**src/rtl/hmp_pkg.sv**
```systemverilog
package hmp_pkg;
  localparam int HW = 16;  // host word
  localparam int PW = 24;  // program-memory word
  localparam int AW = 14;  // internal address
  localparam int OW = 8;   // overlay field / low byte

  typedef enum logic [1:0] {EV_NONE, EV_LATCH, EV_RD, EV_WR} hev_e;

  function automatic logic cw_is_ovl(input logic [HW-1:0] w);
    return w[HW-1];
  endfunction

  function automatic logic cw_ovl_ok(input logic [HW-1:0] w);
    return w[HW-2:OW] == '0;
  endfunction

  function automatic logic [AW-1:0] cw_addr(input logic [HW-1:0] w);
    return w[AW-1:0];
  endfunction

  function automatic logic cw_dm(input logic [HW-1:0] w);
    return w[AW];
  endfunction

  function automatic logic [PW-1:0] pm_join(input logic [HW-1:0] hi, input logic [HW-1:0] lo);
    return {hi, lo[PW-HW-1:0]};
  endfunction

  function automatic logic [HW-1:0] low_word(input logic [OW-1:0] b);
    return {{(HW-OW){1'b0}}, b};
  endfunction

  function automatic logic [AW-1:0] addr_next(input logic [AW-1:0] a);
    return a + 1'b1;
  endfunction

  function automatic logic in_ctl(input logic dm, input logic [AW-1:0] a, input logic [AW-1:0] base);
    return dm && (a >= base);
  endfunction
endpackage

```
**src/rtl/hmp_strobe.sv**
```systemverilog
module hmp_strobe
  import hmp_pkg::*;
(
  input  logic clk,
  input  logic rst_n,
  input  logic sel,
  input  logic lat,
  input  logic wr,
  input  logic rd,
  input  logic busy,
  output hev_e ev,
  output logic ev_drop
);
  localparam int NS = 3;
  logic [NS-1:0] cur, prev_q, rise;
  hev_e raw;

  assign cur  = {sel & lat, sel & wr, sel & rd};
  assign rise = cur & ~prev_q;

  always_ff @(posedge clk or negedge rst_n) begin
    if (!rst_n) prev_q <= '0;
    else        prev_q <= cur;
  end

  always_comb begin
    if (rise[2])      raw = EV_LATCH;
    else if (rise[1]) raw = EV_WR;
    else if (rise[0]) raw = EV_RD;
    else              raw = EV_NONE;
  end

  assign ev      = busy ? EV_NONE : raw;
  assign ev_drop = busy && (raw != EV_NONE);

  // no event without select
  a_r11_sel_gate: assert property (@(posedge clk) disable iff (!rst_n)
    !sel |-> ev == EV_NONE);
endmodule

```
**src/rtl/hmp_ctl.sv**
```systemverilog
module hmp_ctl
  import hmp_pkg::*;
(
  input  logic          clk,
  input  logic          rst_n,
  input  hev_e          ev,
  input  logic [HW-1:0] wdata,
  output logic [OW-1:0] ovl,
  output logic          err,
  output logic          ld,
  output logic [AW-1:0] ld_addr,
  output logic          ld_dm
);
  logic ovl_hit, ovl_bad;

  assign ovl_hit = (ev == EV_LATCH) && cw_is_ovl(wdata);
  assign ovl_bad = ovl_hit && !cw_ovl_ok(wdata);
  assign ld      = (ev == EV_LATCH) && !cw_is_ovl(wdata);
  assign ld_addr = cw_addr(wdata);
  assign ld_dm   = cw_dm(wdata);

  always_ff @(posedge clk or negedge rst_n) begin
    if (!rst_n) begin
      ovl <= '0;
      err <= 1'b0;
    end else if (ovl_hit) begin
      if (ovl_bad) err <= 1'b1;
      else begin
        ovl <= wdata[OW-1:0];
        err <= 1'b0;
      end
    end
  end

  // well-formed overlay word lands in the overlay register
  a_r3_ovl_load: assert property (@(posedge clk) disable iff (!rst_n)
    (ovl_hit && !ovl_bad) |=> (ovl == $past(wdata[OW-1:0]) && !err));
  // malformed overlay word keeps the old overlay and flags
  a_r4_ovl_keep: assert property (@(posedge clk) disable iff (!rst_n)
    ovl_bad |=> ($stable(ovl) && err));
endmodule

```
**src/rtl/hmp_xfer.sv**
```systemverilog
module hmp_xfer
  import hmp_pkg::*;
#(
  parameter logic [AW-1:0] CTL_BASE = 14'h3FE0
)(
  input  logic          clk,
  input  logic          rst_n,
  input  hev_e          ev,
  input  logic          ev_drop,
  input  logic [HW-1:0] wdata,
  input  logic          ld,
  input  logic [AW-1:0] ld_addr,
  input  logic          ld_dm,
  input  logic          m_gnt,
  input  logic [PW-1:0] m_rdata,
  output logic          busy,
  output logic          m_req,
  output logic          m_we,
  output logic          m_space,
  output logic [AW-1:0] m_addr,
  output logic [PW-1:0] m_wdata,
  output logic [HW-1:0] h_rdata
);
  logic [AW-1:0] addr_q;
  logic          dm_q, half_q, pend_q, we_q;
  logic [HW-1:0] hi_q, rd_q;
  logic [OW-1:0] lo_q;
  logic [PW-1:0] wd_q;
  logic          grant, blocked;

  assign grant   = pend_q && m_gnt;
  assign blocked = (ev == EV_WR) && in_ctl(dm_q, addr_q, CTL_BASE);

  always_ff @(posedge clk or negedge rst_n) begin
    if (!rst_n) begin
      addr_q <= '0; dm_q <= 1'b0; half_q <= 1'b0; pend_q <= 1'b0;
      we_q <= 1'b0; hi_q <= '0; rd_q <= '0; lo_q <= '0; wd_q <= '0;
    end else begin
      if (ld) begin
        addr_q <= ld_addr;
        dm_q   <= ld_dm;
        half_q <= 1'b0;
      end
      if (grant) begin
        pend_q <= 1'b0;
        addr_q <= addr_next(addr_q);
        if (!we_q) begin
          if (dm_q) rd_q <= m_rdata[HW-1:0];
          else begin
            rd_q   <= m_rdata[PW-1:PW-HW];
            lo_q   <= m_rdata[OW-1:0];
            half_q <= 1'b1;
          end
        end
      end
      case (ev)
        EV_WR: begin
          if (!dm_q) begin
            if (!half_q) begin
              hi_q   <= wdata;
              half_q <= 1'b1;
            end else begin
              wd_q   <= pm_join(hi_q, wdata);
              we_q   <= 1'b1;
              pend_q <= 1'b1;
              half_q <= 1'b0;
            end
          end else if (blocked) begin
            addr_q <= addr_next(addr_q);
          end else begin
            wd_q   <= {{(PW-HW){1'b0}}, wdata};
            we_q   <= 1'b1;
            pend_q <= 1'b1;
          end
        end
        EV_RD: begin
          if (!dm_q && half_q) begin
            rd_q   <= low_word(lo_q);
            half_q <= 1'b0;
          end else begin
            we_q   <= 1'b0;
            pend_q <= 1'b1;
          end
        end
        default: ;
      endcase
    end
  end

  assign busy    = pend_q;
  assign m_req   = pend_q;
  assign m_we    = we_q;
  assign m_space = dm_q;
  assign m_addr  = addr_q;
  assign m_wdata = wd_q;
  assign h_rdata = rd_q;

  // request held steady until granted
  a_r8_req_hold: assert property (@(posedge clk) disable iff (!rst_n)
    (m_req && !m_gnt) |=> (m_req && $stable(m_addr) && $stable(m_wdata) && $stable(m_we)));
  // one grant per request
  a_r8_one_grant: assert property (@(posedge clk) disable iff (!rst_n)
    (m_req && m_gnt) |=> !m_req);
  // address steps by one per granted word
  a_r7_step: assert property (@(posedge clk) disable iff (!rst_n)
    (m_req && m_gnt) |=> (m_addr == addr_next($past(m_addr))));
  // no write request into the control range
  a_r9_no_ctl_write: assert property (@(posedge clk) disable iff (!rst_n)
    (m_req && m_we && m_space) |-> (m_addr < CTL_BASE));
  // dropped strobe leaves a waiting request untouched
  a_r10_busy_drop: assert property (@(posedge clk) disable iff (!rst_n)
    (ev_drop && !m_gnt) |=> (m_req && $stable(m_addr) && $stable(m_wdata)));
endmodule

```
**src/rtl/hostmem_port.sv**
```systemverilog
module hostmem_port
  import hmp_pkg::*;
#(
  parameter logic [13:0] CTL_BASE = 14'h3FE0
)(
  input  logic        clk,
  input  logic        rst_n,
  input  logic        h_sel,
  input  logic        h_latch,
  input  logic        h_rd,
  input  logic        h_wr,
  input  logic [15:0] h_wdata,
  output logic [15:0] h_rdata,
  output logic        h_ack,
  output logic [7:0]  ovl_sel,
  output logic        cfg_err,
  output logic        m_req,
  input  logic        m_gnt,
  output logic        m_we,
  output logic        m_space,
  output logic [13:0] m_addr,
  output logic [23:0] m_wdata,
  input  logic [23:0] m_rdata
);
  hev_e          ev;
  logic          ev_drop, busy, ld, ld_dm;
  logic [AW-1:0] ld_addr;

  hmp_strobe u_strobe (
    .clk(clk), .rst_n(rst_n), .sel(h_sel), .lat(h_latch), .wr(h_wr), .rd(h_rd),
    .busy(busy), .ev(ev), .ev_drop(ev_drop)
  );

  hmp_ctl u_ctl (
    .clk(clk), .rst_n(rst_n), .ev(ev), .wdata(h_wdata), .ovl(ovl_sel), .err(cfg_err),
    .ld(ld), .ld_addr(ld_addr), .ld_dm(ld_dm)
  );

  hmp_xfer #(.CTL_BASE(CTL_BASE)) u_xfer (
    .clk(clk), .rst_n(rst_n), .ev(ev), .ev_drop(ev_drop), .wdata(h_wdata),
    .ld(ld), .ld_addr(ld_addr), .ld_dm(ld_dm), .m_gnt(m_gnt), .m_rdata(m_rdata),
    .busy(busy), .m_req(m_req), .m_we(m_we), .m_space(m_space), .m_addr(m_addr),
    .m_wdata(m_wdata), .h_rdata(h_rdata)
  );

  assign h_ack = !busy;

  // acknowledge returns right after the grant
  a_r8_ack_back: assert property (@(posedge clk) disable iff (!rst_n)
    (m_req && m_gnt) |=> h_ack);
endmodule

```
**config.mk**
```make
export PLATFORM = sky130hd
export DESIGN_NAME = hostmem_port
export DESIGN_NICKNAME = d
export VERILOG_FILES = /design/src/rtl/hmp_pkg.sv /design/src/rtl/hmp_strobe.sv /design/src/rtl/hmp_ctl.sv /design/src/rtl/hmp_xfer.sv /design/src/rtl/hostmem_port.sv
export SDC_FILE = /design/constraint.sdc
export NUM_CORES = 1
export LEC_CHECK = 0
export CAP_MARGIN = 20
export CORE_UTILIZATION = 35
export DETAILED_ROUTE_END_ITERATION = 7
export SYNTH_ARGS = -nofsm -noshare
export SYNTH_HDL_FRONTEND = slang
export SYNTH_SLANG_ARGS = --single-unit
```
**constraint.sdc**
```tcl
create_clock -name clk -period 2.46 [get_ports clk]
set_clock_uncertainty 0.15 [all_clocks]
set_input_delay 0.246 -clock clk [delete_from_list [all_inputs] [get_ports clk]]
set_output_delay 0.246 -clock clk [all_outputs]
set_load 0.02 [all_outputs]
```
### Word level (Yosys, flattened, before mapping)

Index checks and enable logic that the tools add are counted.

| word-level totals | value |
|---|---|
| register bits after elaboration | 94 |
| input bits | 47 |
| output and inout bits | 67 |
| logic and storage cells | 86 |

| operators by class | value |
|---|---|
| add/sub/neg operators | 1 |
| order comparisons | 1 |
| equality and inequality tests | 7 |
| multiplexer cells | 37 |
| bitwise operators | 9 |
| reductions and logical operators | 19 |

Operator list:

| operator | number |
|---|---|
| $mux W16 | 5 |
| $mux W24 | 3 |
| $mux W14 | 5 |
| $mux W1 | 17 |
| $add A14 B1 Y14 const B | 1 |
| $ge A14 B14 Y1 const B | 1 |
| $reduce_and A3 Y1 | 3 |
| $mux W2 | 4 |
| $logic_and A1 B1 Y1 | 7 |
| $logic_not A7 Y1 | 1 |
| $pmux W1 S2 | 3 |
| $eq A2 B2 Y1 const B | 2 |
| $logic_not A1 Y1 | 4 |
| $ne A2 B2 Y1 const B | 2 |
| $not A1 Y1 | 4 |
| $reduce_and A4 Y1 | 1 |
| $reduce_bool A2 Y1 | 2 |
| $and A1 B1 Y1 | 3 |
| $and A3 B3 Y3 | 1 |
| $ne A3 B1 Y1 const B | 1 |
| $ne A3 B3 Y1 const B | 1 |
| $not A3 Y3 | 1 |
| $eq A2 B1 Y1 const B | 1 |
| $reduce_and A2 Y1 | 1 |

### Depth between registers and ports, before layout

| depth | value |
|---|---|
| word-level depth | 14 |
| gate-level depth with buffers | 8 |
| gate-level depth less buffers | 5 |

### By module

From an unflattened synthesis, not the netlist that was laid out.

| unflattened totals | value |
|---|---|
| cells, all modules | 392 |
| area, all modules | 4460.5 µm² |

Modules (own cells, without submodules):

| module | instances | cells an instance | area each (µm²) | sequential area each (µm²) |
|---|---|---|---|---|
| hmp_xfer | 1 | 338 | 3809.9 | 2052.0 |
| hmp_ctl | 1 | 38 | 479.2 | 225.2 |
| hmp_strobe | 1 | 15 | 167.7 | 75.1 |
| hostmem_port | 1 | 1 | 3.8 | 0.0 |

### Worst setup path before layout

No wires, ideal clock.

| path | value |
|---|---|
| path kind | register to register |
| from | register u_xfer.addr_q[9], in the netlist u_xfer.m_addr[9] |
| to | register u_xfer.wd_q[4], in the netlist u_xfer.m_wdata[4] |
| setup time | 0.125 ns |
| arrival | 1.956 ns |
| required time | 2.185 ns |
| slack | 0.228 ns |
| stages on the path, launching flop included | 8 |
| buffers on the path | 3 |
| period minus slack after synthesis | 2.232 ns |
| cell sequence | dfrtp_1 buf_2 nand4_1 or3_1 or3b_1 buf_4 buf_6 mux2_4 |

| between the ends | value |
|---|---|
| cells in the longest elaborated chain, start to end | 5 |

RTL lines:

| item | RTL line | source |
|---|---|---|
| start: declaration | hmp_xfer.sv:24 | `logic [AW-1:0] addr_q;` |
| start signal: assignment | hmp_xfer.sv:40 | `addr_q <= ld_addr;` |
| start signal: assignment | hmp_xfer.sv:46 | `addr_q <= addr_next(addr_q);` |
| start signal: assignment | hmp_xfer.sv:69 | `addr_q <= addr_next(addr_q);` |
| $ge A14 B14 Y1 | hmp_pkg.sv:38 | `return dm && (a >= base);` |
| $logic_and A1 B1 Y1 | hmp_pkg.sv:38 |  |
| $logic_and A1 B1 Y1 | hmp_xfer.sv:32 | `assign blocked = (ev == EV_WR) && in_ctl(dm_q, addr_q, CTL_BASE);` |
| $ne A2 B2 Y1 (no line) | n/a |  |
| $reduce_and A3 Y1 (no line) | n/a |  |
| end signal: assignment | hmp_xfer.sv:63 | `wd_q <= pm_join(hi_q, wdata);` |
| end signal: assignment | hmp_xfer.sv:71 | `wd_q <= {{(PW-HW){1'b0}}, wdata};` |
| end: declaration | hmp_xfer.sv:28 | `logic [PW-1:0] wd_q;` |

Every way passes these cells.
A chain may end at the register's enable or synchronous reset.

### Worst setup path in the final report

| path | value |
|---|---|
| from | register u_xfer.addr_q[11], in the netlist u_xfer.m_addr[11] |
| to | register u_xfer.pend_q, in the netlist u_xfer.busy |

| between the ends | value |
|---|---|
| cells in the longest elaborated chain, start to end | 6 |

RTL lines:

| item | RTL line | source |
|---|---|---|
| $ge A14 B14 Y1 | hmp_pkg.sv:38 |  |
| $logic_and A1 B1 Y1 | hmp_pkg.sv:38 |  |
| $logic_and A1 B1 Y1 | hmp_xfer.sv:32 |  |
| $mux W1 | hmp_xfer.sv:68 | `end else if (blocked) begin` |
| $mux W1 | hmp_xfer.sv:58 | `if (!dm_q) begin` |
| $pmux W1 S2 | hmp_xfer.sv:56 | `case (ev)` |
| end signal: assignment | hmp_xfer.sv:36 | `addr_q <= '0; dm_q <= 1'b0; half_q <= 1'b0; pend_q <= 1'b0;` |
| end signal: assignment | hmp_xfer.sv:65 | `pend_q <= 1'b1;` |
| end signal: assignment | hmp_xfer.sv:73 | `pend_q <= 1'b1;` |
| end: declaration | hmp_xfer.sv:25 | `logic dm_q, half_q, pend_q, we_q;` |

Every way passes these cells.

==> out/qor.log <==
qor: yosys.synth_async_sr_flop_share 100.0%
qor: yosys.combinational_family_with_the_most_area_after_synthesis multiplexers
qor: power.power-per-cell-area 1152 nW/um^2
qor: yosys.synth_seq_area_share 55.26%
qor: power.power.switching_fraction 36.12%
qor: floorplan.io_pins 114
qor: grt.grt_usage 18.44%
qor: clock_tree.clockBufferDepth 2
qor: worst_setup_path.cp-end-kind flip-flop
qor: timing.max_slew.worst_pin.slew 768.0 ps
qor: timing.period_needed 2242 ps
qor: yosys.synth_adder_area_share 0.5879%
qor: cells_and_area.design.final.nets 565
qor: power.p_sw 2.482 mW
qor: timing.final.setup.worst_slack 218.4 ps
qor: yosys.synth.top_cells.by_area sky130_fd_sc_hd__dfrtp_1 55%, sky130_fd_sc_hd__mux2_2 7.4%, sky130_fd_sc_hd__mux2i_1 5.6%
qor: clock_tree.postCtsSetupBuffers 0
qor: yosys.synthDominantAreaCellType sky130_fd_sc_hd__dfrtp_1
qor: grt.grt_pass1_vias 3476
qor: yosys.post_synth_most_frequent_cells 94 x sky130_fd_sc_hd__dfrtp_1, 61 x sky130_fd_sc_hd__nand2_1, 28 x sky130_fd_sc_hd__mux2_2, 28 x sky130_fd_sc_hd__o21ai_0, 26 x sky130_fd_sc_hd__nor2_1
qor: timing.slew_violations 0
qor: timing.setup_viol 0
qor: status.status finished with violations
qor: route.drt-total-wl 11170 um
qor: grt.antenna_found_initial 0
qor: clock_tree.cts_max_level 3
qor: timing.worst_max_slew_margin_expressed_relative_to_the_limit 48.80%
qor: floorplan.die_width 112.3 um
qor: grt.grt_max_degree 61
qor: cells_and_area.stdcell_count 664
qor: timing.rsz_0062_raised_after_global_routing false
qor: cells_and_area.filler_cell_count 1068
qor: yosys.post_synth_design_cell_area 4257 um^2
qor: worst_setup_path.worst_path_dominant_cell_family simple AND/OR/NAND/NOR gates
qor: route.detail_route.vias_per_cell 5.236
qor: worst_setup_path.crit_path_arrival_time 2300 ps
qor: cells_and_area.layout-drive-gt1-share 15.36%
qor: power.comb_power_share 42.7%
qor: yosys.syn_avg_cell_area 10.91 um^2
qor: clock_tree.cts.hold.buffers_added 1
qor: cells_and_area.antennaDiodeCount 0
qor: floorplan.dieHeight 112.3 um
qor: yosys.ys.flop_type sky130_fd_sc_hd__dfrtp_1
qor: timing.finalCritPeriodShare 91.12%
qor: route.drt_first_iter_violations 206
qor: min_path.hold_path_class reg -> reg
qor: placement.place.detailed.hpwl 7934 um
qor: yosys.synth-seq-cells 94
qor: yosys.synth_compound_area_share 12.52%
qor: route.route.vias.total 3477
qor: clock_tree.cts.sinks 94
qor: worst_setup_path.worstSetupPathType reg -> reg
qor: flow_run.maxCapViolCount 0
qor: worst_setup_path.cp_bufs_invs 1
qor: clock_tree.cts_root_buf sky130_fd_sc_hd__clkbuf_16
qor: yosys.synthMostInstantiatedCell sky130_fd_sc_hd__dfrtp_1
qor: yosys.post_synth_inst_count 390
qor: worst_setup_path.master_of_the_slowest_instance_on_the_critical_path sky130_fd_sc_hd__or3_1
qor: power.power.internal 4.390 mW
qor: worst_setup_path.path_cells nand4_1 > or3_1 > or3b_1 > buf_4 > a21boi_0 > o22ai_1
qor: placement.portBuffers 113
qor: placement.dp_worst_setup_slack 37.96 ps
qor: power.clock_power_share 18.9%
qor: timing.achievable-frequency 446.1 MHz
qor: route.postRouteAntennaNets 0
qor: timing.tns 0 ps
qor: worst_setup_path.highest_net_fanout_along_the_worst_path 18
qor: power.total_leakage_power 2.567 nW
qor: clock_tree.cts_made_buffers 9
qor: status.violations_in_the_final_reports DRC
qor: grt.grt_pass1_wl 18160 um
qor: yosys.yosys.area_share.xor_xnor 0%
qor: clock_tree.worstSkewPairLatency 340 ps
qor: yosys.fraction_of_synthesized_area_in_multiplexers 14.46%
qor: floorplan.floorplan.rows 39
qor: route.wl_per_cell 16.81 um
qor: floorplan.initial_core_util 36.65%
qor: clock_tree.clock_tree_from_tritoncts yes
qor: yosys.synth_cell_type_count 47
qor: yosys.synth_enable_flop_cells 0
qor: floorplan.design.core.area 11610 um^2
qor: clock_tree.cts.reportedPaths.clkPinSlew 60 ps
qor: route.detail_route.drc_violations 12
qor: yosys.yosysTopAreaCellShare 55.26%
qor: placement.gp_routability_congestion 0.7841
qor: power.power.ir.vdd_worst 514.6 uV
qor: power.power.sequential.fraction 38.4%
qor: worst_setup_path.slowest_delay 500 ps
qor: timing.final-hold-violation-count 0
qor: yosys.synthSimpleGateAreaFrac 13.93%
qor: floorplan.fp.dieArea 12610 um^2
qor: grt.globalRouteOverflowTotal 0
qor: yosys.synth_nets 439
qor: worst_setup_path.worst-endpoint-required 2520 ps
qor: cells_and_area.flow.area_growth_from_synthesis 40.18%
qor: route.drtPass1Iterations 6
qor: yosys.synth-warning-count 0
qor: clock_tree.post_cts_resize_count 0
qor: placement.dpl.cell_count 647
qor: worst_setup_path.worstSetupStartpointType flip-flop
state kept, by name, summed over array words and instances (netlist names):
name / cells
u_xfer.m_addr: 14
u_xfer.lo_q: 8
u_xfer.h_rdata: 16
u_xfer.hi_q: 16
u_ctl.err: 1
u_xfer.half_q: 1
u_xfer.m_space: 1
u_xfer.m_wdata: 24
u_xfer.m_we: 1
u_xfer.busy: 1
u_strobe.prev_q: 3
u_ctl.ovl: 8
metal layers:
layer	vias to the layer above	GRT usage, %	wire (um)
met5	-	0	0
met4	0	4.800	140
met3	13	5.508	866
met2	133	29.98	5095
met1	1683	24.10	5064
li1	1648	-	-
logic make-up after synthesis:
kind of cell,Yosys count
compound gates,79
mux,56
simple gates,129
flops,94
fa+ha+maj,2
buf+inv,30
power groups by stage:
stage               Clock, mW  Sequential (mW)  Combinational, mW
floorplan                   0             3.11               1.10
global placement            0             2.64               2.91
detailed placement          0             2.65               2.96
CTS                      1.34             2.64               2.97
global route             1.40             2.74               3.17
finish                   1.30             2.64               2.94
final cells by class:
| cell class | instances | area [um^2] | area share, % |
|---|---|---|---|
| sequential | 94 | 2352 | 39.42 |
| multi-input combinational | 266 | 1775 | 29.75 |
| timing repair buffer | 135 | 1346 | 22.56 |
| clock buffer | 10 | 239.0 | 4.005 |
| tap | 143 | 178.9 | 2.999 |
| clock inverter | 6 | 37.54 | 0.6291 |
| inverter | 10 | 37.54 | 0.6291 |
tightest hold or removal path, cell delays in order (launching register included):
cell	delay, ps
sky130_fd_sc_hd__dfrtp_1	340
sky130_fd_sc_hd__nand2_1	50
sky130_fd_sc_hd__o21ai_0	60
per-stage QoR:
step	cell area (um^2)	power, mW	hold slack, ps	utilization, %
after CTS	5967	6.946	330.4	51.38
after global placement	5680	5.545	223.2	48.91
after global routing	5967	7.306	359.0	51.38
final	5967	6.873	327.5	51.38
after detailed placement	5680	5.614	221.3	48.91
after floorplan	4257	4.204	-199.6	-
layout by cell type, fill, tap and decap left out, drive strengths merged, types with 5 or more instances in the layout:
master           n
a211oi          12
nand2           61
and3             7
o21ai           29
nand3            5
nor2            26
mux2i           24
a22o             8
dfrtp           94
buf             22
mux2            32
clkinv           7
nor3            10
a21oi            7
clkdlybuf4s50  112
clkbuf          10
o22ai            7
nand4            5
inv              9
worst paths after layout:
check	startpoint	end	slack (ps)	cells after the start
hold / removal	u_xfer.m_wdata[8]	u_xfer.m_wdata[8]	330	2
max in group asynchronous	rst_n	u_xfer.m_wdata[12]	1140	3
hold reg to reg	u_xfer.m_wdata[8]	u_xfer.m_wdata[8]	330	2
setup reg to reg	u_xfer.m_addr[11]	u_xfer.busy	220	6
min in group asynchronous	rst_n	u_xfer.h_rdata[10]	370	2
setup / recovery	u_xfer.m_addr[11]	u_xfer.busy	220	6
Power figures use the tool's default switching activity.
